<file path="src/rtl/imc_pkg.sv">
package imc_pkg;
  typedef enum logic [1:0] {
    MODE_PASS  = 2'b00,
    MODE_LATCH = 2'b01,
    MODE_REG   = 2'b10,
    MODE_RSVD  = 2'b11
  } cell_mode_e;

  localparam int unsigned MODE_W = 2;
endpackage

</file>
<file path="src/rtl/imc_cfg_reg.sv">
module imc_cfg_reg #(
  parameter int unsigned CFG_W = 18
) (
  input  logic             clk_i,
  input  logic             rst_ni,
  input  logic             we_i,
  input  logic [CFG_W-1:0] wdata_i,
  output logic [CFG_W-1:0] cfg_o
);
  logic [CFG_W-1:0] cfg_q;

  always_ff @(posedge clk_i or negedge rst_ni) begin
    if (!rst_ni)   cfg_q <= '0;
    else if (we_i) cfg_q <= wdata_i;
  end

  assign cfg_o = cfg_q;

  p_cfg_hold_r6: assert property (@(posedge clk_i) disable iff (!rst_ni)
    !we_i |=> $stable(cfg_q));
  p_cfg_load_r6: assert property (@(posedge clk_i) disable iff (!rst_ni)
    we_i |=> cfg_q == $past(wdata_i));
endmodule

</file>
<file path="src/rtl/imc_strobe_sel.sv">
module imc_strobe_sel (
  input  logic clk_i,
  input  logic rst_ni,
  input  logic sel_ale_i,
  input  logic pt_i,
  input  logic ale_i,
  output logic en_o,
  output logic rise_o
);
  logic strb;
  logic strb_q;

  assign strb = sel_ale_i ? ale_i : pt_i;

  always_ff @(posedge clk_i or negedge rst_ni) begin
    if (!rst_ni) strb_q <= 1'b0;
    else         strb_q <= strb;
  end

  assign en_o   = strb;
  assign rise_o = strb & ~strb_q;

  p_rise_single_r3: assert property (@(posedge clk_i) disable iff (!rst_ni)
    rise_o |=> !rise_o);
endmodule

</file>
<file path="src/rtl/imc_cell.sv">
module imc_cell
  import imc_pkg::*;
(
  input  logic       clk_i,
  input  logic       rst_ni,
  input  cell_mode_e mode_i,
  input  logic       en_i,
  input  logic       rise_i,
  input  logic       pin_i,
  output logic       out_o
);
  logic held_q;
  logic load;

  always_comb begin
    unique case (mode_i)
      MODE_LATCH: load = en_i;
      MODE_REG:   load = rise_i;
      default:    load = 1'b0;
    endcase
  end

  always_ff @(posedge clk_i or negedge rst_ni) begin
    if (!rst_ni)   held_q <= 1'b0;
    else if (load) held_q <= pin_i;
  end

  always_comb begin
    unique case (mode_i)
      MODE_LATCH: out_o = en_i ? pin_i : held_q;
      MODE_REG:   out_o = held_q;
      default:    out_o = pin_i;
    endcase
  end

  p_latch_load_r2: assert property (@(posedge clk_i) disable iff (!rst_ni)
    (mode_i == MODE_LATCH && en_i) |=> held_q == $past(pin_i));
  p_latch_hold_r2: assert property (@(posedge clk_i) disable iff (!rst_ni)
    (mode_i == MODE_LATCH && !en_i) |=> $stable(held_q));
  p_reg_capture_r3: assert property (@(posedge clk_i) disable iff (!rst_ni)
    (mode_i == MODE_REG && rise_i) |=> held_q == $past(pin_i));
  p_reg_hold_r3: assert property (@(posedge clk_i) disable iff (!rst_ni)
    (mode_i == MODE_REG && !rise_i) |=> $stable(held_q));
endmodule

</file>
<file path="src/rtl/imc_port.sv">
module imc_port
  import imc_pkg::*;
#(
  parameter int unsigned NUM_PINS = 8,
  parameter int unsigned GRP_W    = 4,
  localparam int unsigned NUM_GRP = NUM_PINS / GRP_W,
  localparam int unsigned CFG_W   = MODE_W * NUM_PINS + NUM_GRP
) (
  input  logic                clk_i,
  input  logic                rst_ni,
  input  logic [NUM_PINS-1:0] pin_i,
  input  logic [NUM_GRP-1:0]  pt_i,
  input  logic                ale_i,
  input  logic                cfg_we_i,
  input  logic [CFG_W-1:0]    cfg_wdata_i,
  input  logic                host_rd_i,
  output logic [NUM_PINS-1:0] host_rdata_o,
  output logic [NUM_PINS-1:0] array_o
);
  localparam int unsigned SEL_LSB = MODE_W * NUM_PINS;

  logic [CFG_W-1:0]    cfg;
  logic [NUM_GRP-1:0]  grp_en;
  logic [NUM_GRP-1:0]  grp_rise;
  logic [NUM_PINS-1:0] cell_out;

  imc_cfg_reg #(.CFG_W(CFG_W)) u_cfg (
    .clk_i   (clk_i),
    .rst_ni  (rst_ni),
    .we_i    (cfg_we_i),
    .wdata_i (cfg_wdata_i),
    .cfg_o   (cfg)
  );

  for (genvar g = 0; g < NUM_GRP; g++) begin : g_grp
    imc_strobe_sel u_sel (
      .clk_i     (clk_i),
      .rst_ni    (rst_ni),
      .sel_ale_i (cfg[SEL_LSB+g]),
      .pt_i      (pt_i[g]),
      .ale_i     (ale_i),
      .en_o      (grp_en[g]),
      .rise_o    (grp_rise[g])
    );
  end

  for (genvar i = 0; i < NUM_PINS; i++) begin : g_cell
    imc_cell u_cell (
      .clk_i  (clk_i),
      .rst_ni (rst_ni),
      .mode_i (cell_mode_e'(cfg[MODE_W*i +: MODE_W])),
      .en_i   (grp_en[i/GRP_W]),
      .rise_i (grp_rise[i/GRP_W]),
      .pin_i  (pin_i[i]),
      .out_o  (cell_out[i])
    );
  end

  assign array_o      = cell_out;
  assign host_rdata_o = host_rd_i ? cell_out : '0;

  p_rd_mirror_r8: assert property (@(posedge clk_i) disable iff (!rst_ni)
    host_rd_i |-> host_rdata_o == array_o);
endmodule

</file>
<file path="config.mk">
export PLATFORM = sky130hd
export DESIGN_NAME = imc_port
export DESIGN_NICKNAME = d
export VERILOG_FILES = /design/src/rtl/imc_pkg.sv /design/src/rtl/imc_cfg_reg.sv /design/src/rtl/imc_strobe_sel.sv /design/src/rtl/imc_cell.sv /design/src/rtl/imc_port.sv
export SDC_FILE = /design/constraint.sdc
export NUM_CORES = 1
export LEC_CHECK = 0
export BUFFER_PORTS_ARGS = -buffer_cell sky130_fd_sc_hd__buf_2
export CAP_MARGIN = 30
export CORE_UTILIZATION = 52
export DETAILED_ROUTE_END_ITERATION = 10
export PLACE_DENSITY = 0.89
export SETUP_SLACK_MARGIN = 0.02
export SYNTH_ARGS = -nofsm -noshare
export SYNTH_HDL_FRONTEND = slang
export SYNTH_SLANG_ARGS = --single-unit
export TNS_END_PERCENT = 1
</file>
<file path="constraint.sdc">
create_clock -name clk_i -period 1.9 [get_ports clk_i]
set_input_delay 0.285 -clock clk_i [delete_from_list [all_inputs] [get_ports clk_i]]
set_output_delay 0.285 -clock clk_i [all_outputs]
set_load 0.02 [all_outputs]
</file>
==> impl_metrics.toml, run 1 <==
[run_status]
outcome = "finished, violations left"
violations = "negative setup slack"

[floorplanning]
coreArea_um2 = 3180
die-area_um2 = 3700
io_pins = 49
dieHeight_um = 60.8
rows = 20
die_x_um = 60.8
initial_core_util_pct = 56.6

[final_layout]
final_common_cell = "buf_2"
antenna_cells = 0
finalNetCount = 294
final_cell_mix = "40 x buf_2, 28 x dfrtp_1, 20 x inv_1, 19 x buf_4"
syn2layout_area_growth_pct = 31.2
instances_no_fill = 288
drive_gt1_share_pct = 43.9

[global_route]
grt_max_degree = 29
track_usage_pct = 25.5
grt_pass1_vias = 1532
overflow = 0
grt_pass1_wl_mm = 6.69
antenna_found_initial = 0

[timing]
whs_ps = 140
slew_viol_final = 0
slew_headroom_pct = 58.5
fin_skew_ps = 3.14
finalSetupViolCount = 16
finalHoldViolations = 0
fmax_ghz = 0.491
rsz0062_at_grt = "yes"
finalCritPeriodShare_pct = 107
tightest_slew_ps = 623
fin_ws_ps = -138
post-route-min-period_ps = 2040

[synth]
syn_area_um2 = 1800
synth.distinct_cells = 20
syn_nets = 240
ys.warnings.count = 0
synthCells = 191
synth_area_per_cell_um2 = 9.42
ys_seq_area_share_pct = 38.9
synth_seq_cells = 28

[detailed_routing]
drt_wl_total_mm = 4.36
vias = 1573
wl_per_cell_um = 15.1
drc_errors = 0
first_pass_iters = 4
antenna_left = 0
viasPerCell = 5.46
drt_iter0_drc = 83

[critical_path]
critPathRequiredTime_ps = 1620
cp.arrival_ps = 1750
crit_type = "register to output pin"
critPathMaxFanout = 7
crit_path_start_kind = "register"
endpoint_kind = "output pin"

[clocking]
ctsHtreeMaxLevel = 1
root_buffer = "clkbuf_4"
cts_tree = "built"
cts.path.max_buffers = 2
clkSlewWorstSetupHoldPaths_ps = 160
clkLatencyLatePin_ps = 340
clock_sinks = 28
numCtsBuffers = 3

[job]
cap_viol_max_count = 0

[power]
p_per_area_nw_per_um2 = 823
p_leak_nw = 1.11
peakVddDrop_v = 0.000504

[place]
place_ws_ps = 74.2
globalplace.congestion = 0.791
hpwl_mm = 2.81
dp_cells = 272
portBuffers = 48

[worst_hold_path]
hp-class = "input port to register"
-- kinds of logic (layout without fill, tap and decap cells) --
group           count (synthesis)  after routing  share of synthesized area [%]
simple gates                   56             56                           17.7
fa+ha+maj                      16             16                           11.1
compound gates                 40             40                           14.2
flops                          28             28                           38.9
mux                            12             12                           8.28
buf+inv                        39             92                           9.81
-- cell usage after synthesis --
| cell | instances | share of area [%] |
|---|---|---|
| dfrtp_1 | 28 | 39 |
| a211oi_1 | 4 | 1.7 |
| nand2_1 | 16 | 3.3 |
| a211oi_2 | 4 | 2.8 |
| mux2_2 | 10 | 6.3 |
| nand3_1 | 18 | 5.0 |
| inv_1 | 27 | 5.6 |
| clkbuf_1 | 4 | 0.83 |
| nor2b_1 | 2 | 0.70 |
| mux2i_2 | 1 | 0.76 |
| a22oi_1 | 2 | 0.83 |
| mux2i_4 | 1 | 1.3 |
| nand2b_1 | 8 | 2.8 |
| o21ai_0 | 16 | 4.5 |
| a31oi_1 | 8 | 2.8 |
| ha_1 | 16 | 11 |
| buf_4 | 8 | 3.3 |
| nand4b_1 | 6 | 2.9 |
| and3b_1 | 6 | 2.9 |
| a21oi_1 | 6 | 1.7 |
-- metal layers --
metal	vias to the layer above	wire length, µm	GRT usage (%)
li1	761	-	-
met1	736	1810	29.3
met2	61	2250	45.4
met3	15	169	3.62
met4	0	135	14.0
met5	-	0	0
-- final cells by class --
type	count	area (µm²)
sequential	28	701
timing repair buffer	61	364
tap	44	55.1
fill	224	818
clock inverter	1	30.0
multi-input combinational	124	1090
clock buffer	3	22.5
inverter	27	101
-- report_power, final --
| part | leakage (nW) | internal (W) | switching [W] |
|---|---|---|---|
| clock network | 0.0279 | 0.000214 | 0.000189 |
| logic | 0.750 | 0.000365 | 0.000368 |
| registers | 0.335 | 0.000715 | 0.0000912 |
-- per-stage QoR --
| stage | utilization, % | setup TNS, ps | instance area, µm² | power, W |
|---|---|---|---|---|
| after floorplan | - | 0 | 1800 | 0.00124 |
| after global placement | 63.8 | 0 | 2030 | 0.00134 |
| after detailed placement | 63.8 | 0 | 2030 | 0.00138 |
| after CTS | 72.9 | -750 | 2320 | 0.00190 |
| after global routing | 74.3 | -2760 | 2360 | 0.00206 |
| final | 74.3 | -1170 | 2360 | 0.00194 |
-- what timing repair did --
| action | 4_1_cts | 5_1_grt |
|---|---|---|
| gates resized for setup | 26 | 12 |
| setup endpoints to repair | 16 | 16 |
| pin swaps | 1 | 6 |
| hold endpoints to repair | 28 | 0 |
| hold buffers | 1 | 0 |
| setup buffers | 11 | 0 |
-- worst max-delay path: stages (launching register included) --
cell and delay [ps]:
dfrtp_1 450, mux2i_4 400, nand3_2 140, a31oi_2 240, buf_4 180
-- state kept, by name, indices dropped and copies added (netlist names) --
register,flops
u_cfg.cfg_o,18
g_cell.u_cell.held_q,8
g_grp.u_sel.strb_q,2
-- worst paths after layout --
kind	from	end	slack, ps	cells after the start
max	u_cfg.cfg_o[17]	host_rdata_o[6]	-140	4
min	cfg_wdata_i[4]	u_cfg.cfg_o[4]	140	3
min reg2reg	g_cell[3].u_cell.held_q	g_cell[3].u_cell.held_q	540	1
max reg2reg	u_cfg.cfg_o[16]	g_cell[2].u_cell.held_q	220	4
max in group asynchronous	rst_ni	g_cell[3].u_cell.held_q	1010	2
min in group asynchronous	rst_ni	g_grp[1].u_sel.strb_q	490	2
(Power assumes the default switching activity.)
==> run 2: changes to the inputs <==
--- a/config.mk
+++ b/config.mk
@@ -7,9 +7,9 @@
 export LEC_CHECK = 0
 export BUFFER_PORTS_ARGS = -buffer_cell sky130_fd_sc_hd__buf_2
 export CAP_MARGIN = 30
-export CORE_UTILIZATION = 52
+export CORE_UTILIZATION = 55
 export DETAILED_ROUTE_END_ITERATION = 10
-export PLACE_DENSITY = 0.89
+export PLACE_DENSITY = 0.93
 export SETUP_SLACK_MARGIN = 0.02
 export SYNTH_ARGS = -nofsm -noshare
 export SYNTH_HDL_FRONTEND = slang
==> constraint.sdc (replaced) <==
create_clock -name clk_i -period 2.4 [get_ports clk_i]
set_input_delay 0.36 -clock clk_i [delete_from_list [all_inputs] [get_ports clk_i]]
set_output_delay 0.36 -clock clk_i [all_outputs]
set_load 0.02 [all_outputs]
==> run 2 against run 1 <==
Power down 33%. Sequential cell count unchanged. The run now ends clean. Utilization is 7.2 points lower. Non-clock buffer count fell by 12. Sequential power is 22% lower. Critical path type unchanged. Global-route usage fell by 4.5 points. Clock power shrank 46%. Register-to-register slack improved by 730 ps. Sequential share of layout area is 4.3 points higher. Count of clock-buffer cells in the layout up 1. Wire length is 24% lower. Combinational power down 39%.
==> impl_metrics.toml, run 2 (synthesis results as in run 1) <==
[run_status]
outcome = "completed"

[global_route]
antenna_found_initial = 0
grtUsageMet2_pct = 37.1
track_usage_pct = 21.0
grt_util_met3_pct = 3.06
grt_pass1_vias = 1377
grt_max_degree = 35
grt_pass1_wl_mm = 5.58
grt_util_met1_pct = 26.0
busiest_layer = "met2"
overflow = 0

[critical_path]
critPathMaxFanout = 9
crit_path_start_kind = "register"
max_stage_delay_ps = 430
crit_start = "u_cfg.cfg_o[17]"
r2r_cells = 5
critPathRequiredTime_ps = 2040
cp.arrival_ps = 1780
rr_startpoint = "u_cfg.cfg_o[2]"
endpoint_kind = "output pin"
crit_type = "register to output pin"
crit_chain = "mux2i_4 > inv_1 > nand3_1 > a31oi_1 > buf_2"
slowest_stage = "dfrtp_1"

[job]
cap_viol_max_count = 0

[power]
peakVddDrop_v = 0.000349
p_per_area_nw_per_um2 = 628
p_leak_nw = 1.04
total_power_w = 0.00130

[floorplanning]
io_pins = 49
die-area_um2 = 3500
rows = 20
dieHeight_um = 59.2
coreArea_um2 = 3080
initial_core_util_pct = 58.5
die_x_um = 59.2

[place]
place_ws_ps = 637
portBuffers = 48
hpwl_mm = 2.66
globalplace.congestion = 0.783

[final_layout]
fillers = 268
final_cell_mix = "48 x buf_2, 28 x dfrtp_1, 27 x inv_1, 18 x nand3_1"
final_common_cell = "buf_2"
antenna_cells = 0
syn2layout_area_growth_pct = 14.7
finalNetCount = 282
largest_reg_flops = 18
drive_gt1_share_pct = 29.7

[detailed_routing]
first_pass_iters = 4
drt_iter0_drc = 55
wl_per_cell_um = 12.0
viasPerCell = 5.33
drt_wl_total_mm = 3.32
vias = 1470
antenna_left = 0
drc_errors = 0

[timing]
slew_headroom_pct = 59.6
fin_ws_ps = 258
finalCritPeriodShare_pct = 89.2
slew_viol_final = 0
tns_ps = 0
whs_ps = 31.9
finalHoldViolations = 0
post-route-min-period_ps = 2140
fin_skew_ps = 5.11
tightest_slew_ps = 606
finalSetupViolCount = 0
rsz0062_at_grt = "no"
fmax_ghz = 0.467

[clocking]
cts.path.max_buffers = 2
clock_sinks = 28
post_cts_resized = 0
cts_hold_buf = 0
clkSlewWorstSetupHoldPaths_ps = 140
cts_tree = "built"
postCtsSetupRepairBufs = 0
root_buffer = "clkbuf_4"
ctsHtreeMaxLevel = 1
numCtsBuffers = 3
clkLatencyLatePin_ps = 310

[worst_hold_path]
hp-class = "input port to async pin"
[run 2: final timing paths]
path | end | slack [ps]
max in group asynchronous | u_cfg.cfg_o[10] | 1980
worst min register to register | g_cell[3].u_cell.held_q | 520
worst min-delay path | g_cell[1].u_cell.held_q | 30
worst max register to register | g_cell[1].u_cell.held_q | 950
worst max-delay path | host_rdata_o[5] | 260
min in group clk_i | u_cfg.cfg_o[1] | 240
[run 2: worst max-delay path, delay by kind of cell, from the launching register on]
kind | cells | cell delay [ps]
compound gates | 1 | 90
simple gates | 1 | 140
flops | 1 | 430
mux | 1 | 430
buf+inv | 2 | 380
[run 2: metrics by stage]
step | instance area (µm²) | std cells | utilization, %
detailed placement | 2030 | 272 | 65.9
global placement | 2030 | 272 | 65.9
floorplan | 1800 | 191 | -
finish | 2060 | 276 | 67.0
CTS | 2060 | 276 | 67.0
global route | 2060 | 276 | 67.0
[run 2: metal layers]
layer	wire (µm)	vias to the layer above	part of all wire [%]
li1	-	738	-
met1	1500	697	45
met2	1690	33	51
met3	111	2	3.3
met4	20	0	0.60
met5	0	-	0
[run 2: cell type report]
cell class | count | area (µm²) | share of cell area, %
Multi-Input combinational cell | 124 | 922 | 44.7
Sequential cell | 28 | 701 | 34.0
Timing Repair Buffer | 49 | 248 | 12.0
Inverter | 27 | 101 | 4.91
Tap cell | 44 | 55.1 | 2.67
Clock buffer | 4 | 36.3 | 1.76
[run 2: power by group]
group | switching (W) | internal, W | total (W)
Sequential | 0.0000616 | 0.000566 | 0.000628
Combinational | 0.000244 | 0.000205 | 0.000449
Clock | 0.000126 | 0.0000926 | 0.000219
==> run 3: changes to the inputs <==
==> constraint.sdc (replaced) <==
create_clock -name clk_i -period 2.5 [get_ports clk_i]
set_input_delay 0.375 -clock clk_i [delete_from_list [all_inputs] [get_ports clk_i]]
set_output_delay 0.375 -clock clk_i [all_outputs]
set_load 0.02 [all_outputs]
==> run 3 against run 2 <==
Count of clock-buffer cells in the layout is 1 lower. First-iteration DRC count decreased by 36%. Utilization increased by 0.28 points. Via count stayed put. Non-clock buffer count is 1 lower. Critical path type unchanged. Critical endpoint is now host_rdata_o[1].
==> impl_metrics.toml, run 3 (synthesis results as in run 1) <==
[clocking]
clkSlewWorstSetupHoldPaths_ps = 150
cts.path.max_buffers = 2
clock_sinks = 28
clkLatencyLatePin_ps = 340
ctsHtreeMaxLevel = 1
numCtsBuffers = 3
cts_tree = "built"
cts_hold_buf = 0
postCtsSetupRepairBufs = 0
root_buffer = "clkbuf_4"
post_cts_resized = 0

[detailed_routing]
first_pass_iters = 4
antenna_left = 0
wl_per_cell_um = 12.3
drc_errors = 0
viasPerCell = 5.35
drt_wl_total_mm = 3.39
drt_iter0_drc = 35
vias = 1470

[timing]
slew_viol_final = 0
finalHoldViolations = 0
post-route-min-period_ps = 2280
finalCritPeriodShare_pct = 91.2
whs_ps = 19.6
fin_skew_ps = 1.88
tns_ps = 0
slew_headroom_pct = 59.7
fin_ws_ps = 220
tightest_slew_ps = 604
rsz0062_at_grt = "no"
finalSetupViolCount = 0
fmax_ghz = 0.439

[critical_path]
slowest_stage = "mux2i_2"
critPathRequiredTime_ps = 2120
cp.arrival_ps = 1900
endpoint_kind = "output pin"
rr_startpoint = "u_cfg.cfg_o[4]"
cp_top_family = "multiplexers"
timing.rr.end = "g_cell[2].u_cell.held_q"
max_stage_delay_ps = 520
r2r_cells = 5
rrSetupSlack_ps = 1030
crit_chain = "mux2i_2 > inv_1 > nand3_1 > a31oi_1 > buf_2"
crit_path_start_kind = "register"
critPathMaxFanout = 9
crit_type = "register to output pin"
cp_num_buf_inv = 2

[global_route]
track_usage_pct = 22.1
overflow = 0
grt_pass1_wl_mm = 5.75
grt_max_degree = 35
antenna_found_initial = 0
grt_pass1_vias = 1390

[final_layout]
final_area_um2 = 2070
final_common_cell = "buf_2"
finalNetCount = 281
drive_gt1_share_pct = 29.4
syn2layout_area_growth_pct = 15.2
antenna_cells = 0
final_cell_mix = "48 x buf_2, 28 x dfrtp_1, 27 x inv_1, 18 x nand3_1"
instances_no_fill = 275
largest_reg_flops = 18

[place]
place_ws_ps = 519
portBuffers = 48
dp_cells = 271
postPlaceCellArea_um2 = 2020
globalplace.congestion = 0.781
hpwl_mm = 2.67

[worst_hold_path]
hp-class = "input port to async pin"

[power]
p_per_area_nw_per_um2 = 641
peakVddDrop_v = 0.000422
p_leak_nw = 1.04

[floorplanning]
coreArea_um2 = 3080
io_pins = 49
die_x_um = 59.2
rows = 20
die-area_um2 = 3500
dieHeight_um = 59.2
initial_core_util_pct = 58.5

[run_status]
outcome = "completed"

[job]
cap_viol_max_count = 0
## run 3: worst max-delay path by stage
stage	start	to	slack (ps)	depth (start not counted)
2_1_floorplan	u_cfg.cfg_o[12]	host_rdata_o[6]	770	5
6_report	u_cfg.cfg_o[16]	host_rdata_o[1]	220	5
5_1_grt	u_cfg.cfg_o[16]	host_rdata_o[3]	60	5
4_1_cts	u_cfg.cfg_o[16]	host_rdata_o[1]	190	5
3_5_place_dp	ale_i	host_rdata_o[1]	520	6
3_3_place_gp	ale_i	host_rdata_o[3]	580	6
## run 3: layer usage
| layer | global-route usage (%) | part of all wire [%] | up-vias |
|---|---|---|---|
| li1 | - | - | 735 |
| met2 | 38.4 | 50 | 29 |
| met1 | 28.1 | 46 | 701 |
| met5 | 0 | 0 | - |
| met3 | 2.62 | 2.6 | 5 |
| met4 | 8.50 | 1.4 | 0 |
## run 3: power breakdown
| group | internal [W] | leakage [nW] | switching [W] |
|---|---|---|---|
| clock network | 0.000162 | 0.0279 | 0.000135 |
| registers | 0.000543 | 0.335 | 0.0000573 |
| logic | 0.000195 | 0.678 | 0.000234 |
## run 3: through the flow
step                      utilization [%]  power [W]
after floorplan                         -   0.000941
after global placement               65.6    0.00102
after detailed placement             65.6    0.00104
after CTS                            67.3    0.00134
after global routing                 67.3    0.00142
final                                67.3    0.00133
## run 3: layout make-up
class,instances,area (µm²)
Multi-Input combinational cell,124,922
Inverter,27,101
Timing Repair Buffer,48,240
Tap cell,44,55.1
Fill cell,269,1010
Clock inverter,1,30.0
Clock buffer,3,22.5
Sequential cell,28,701
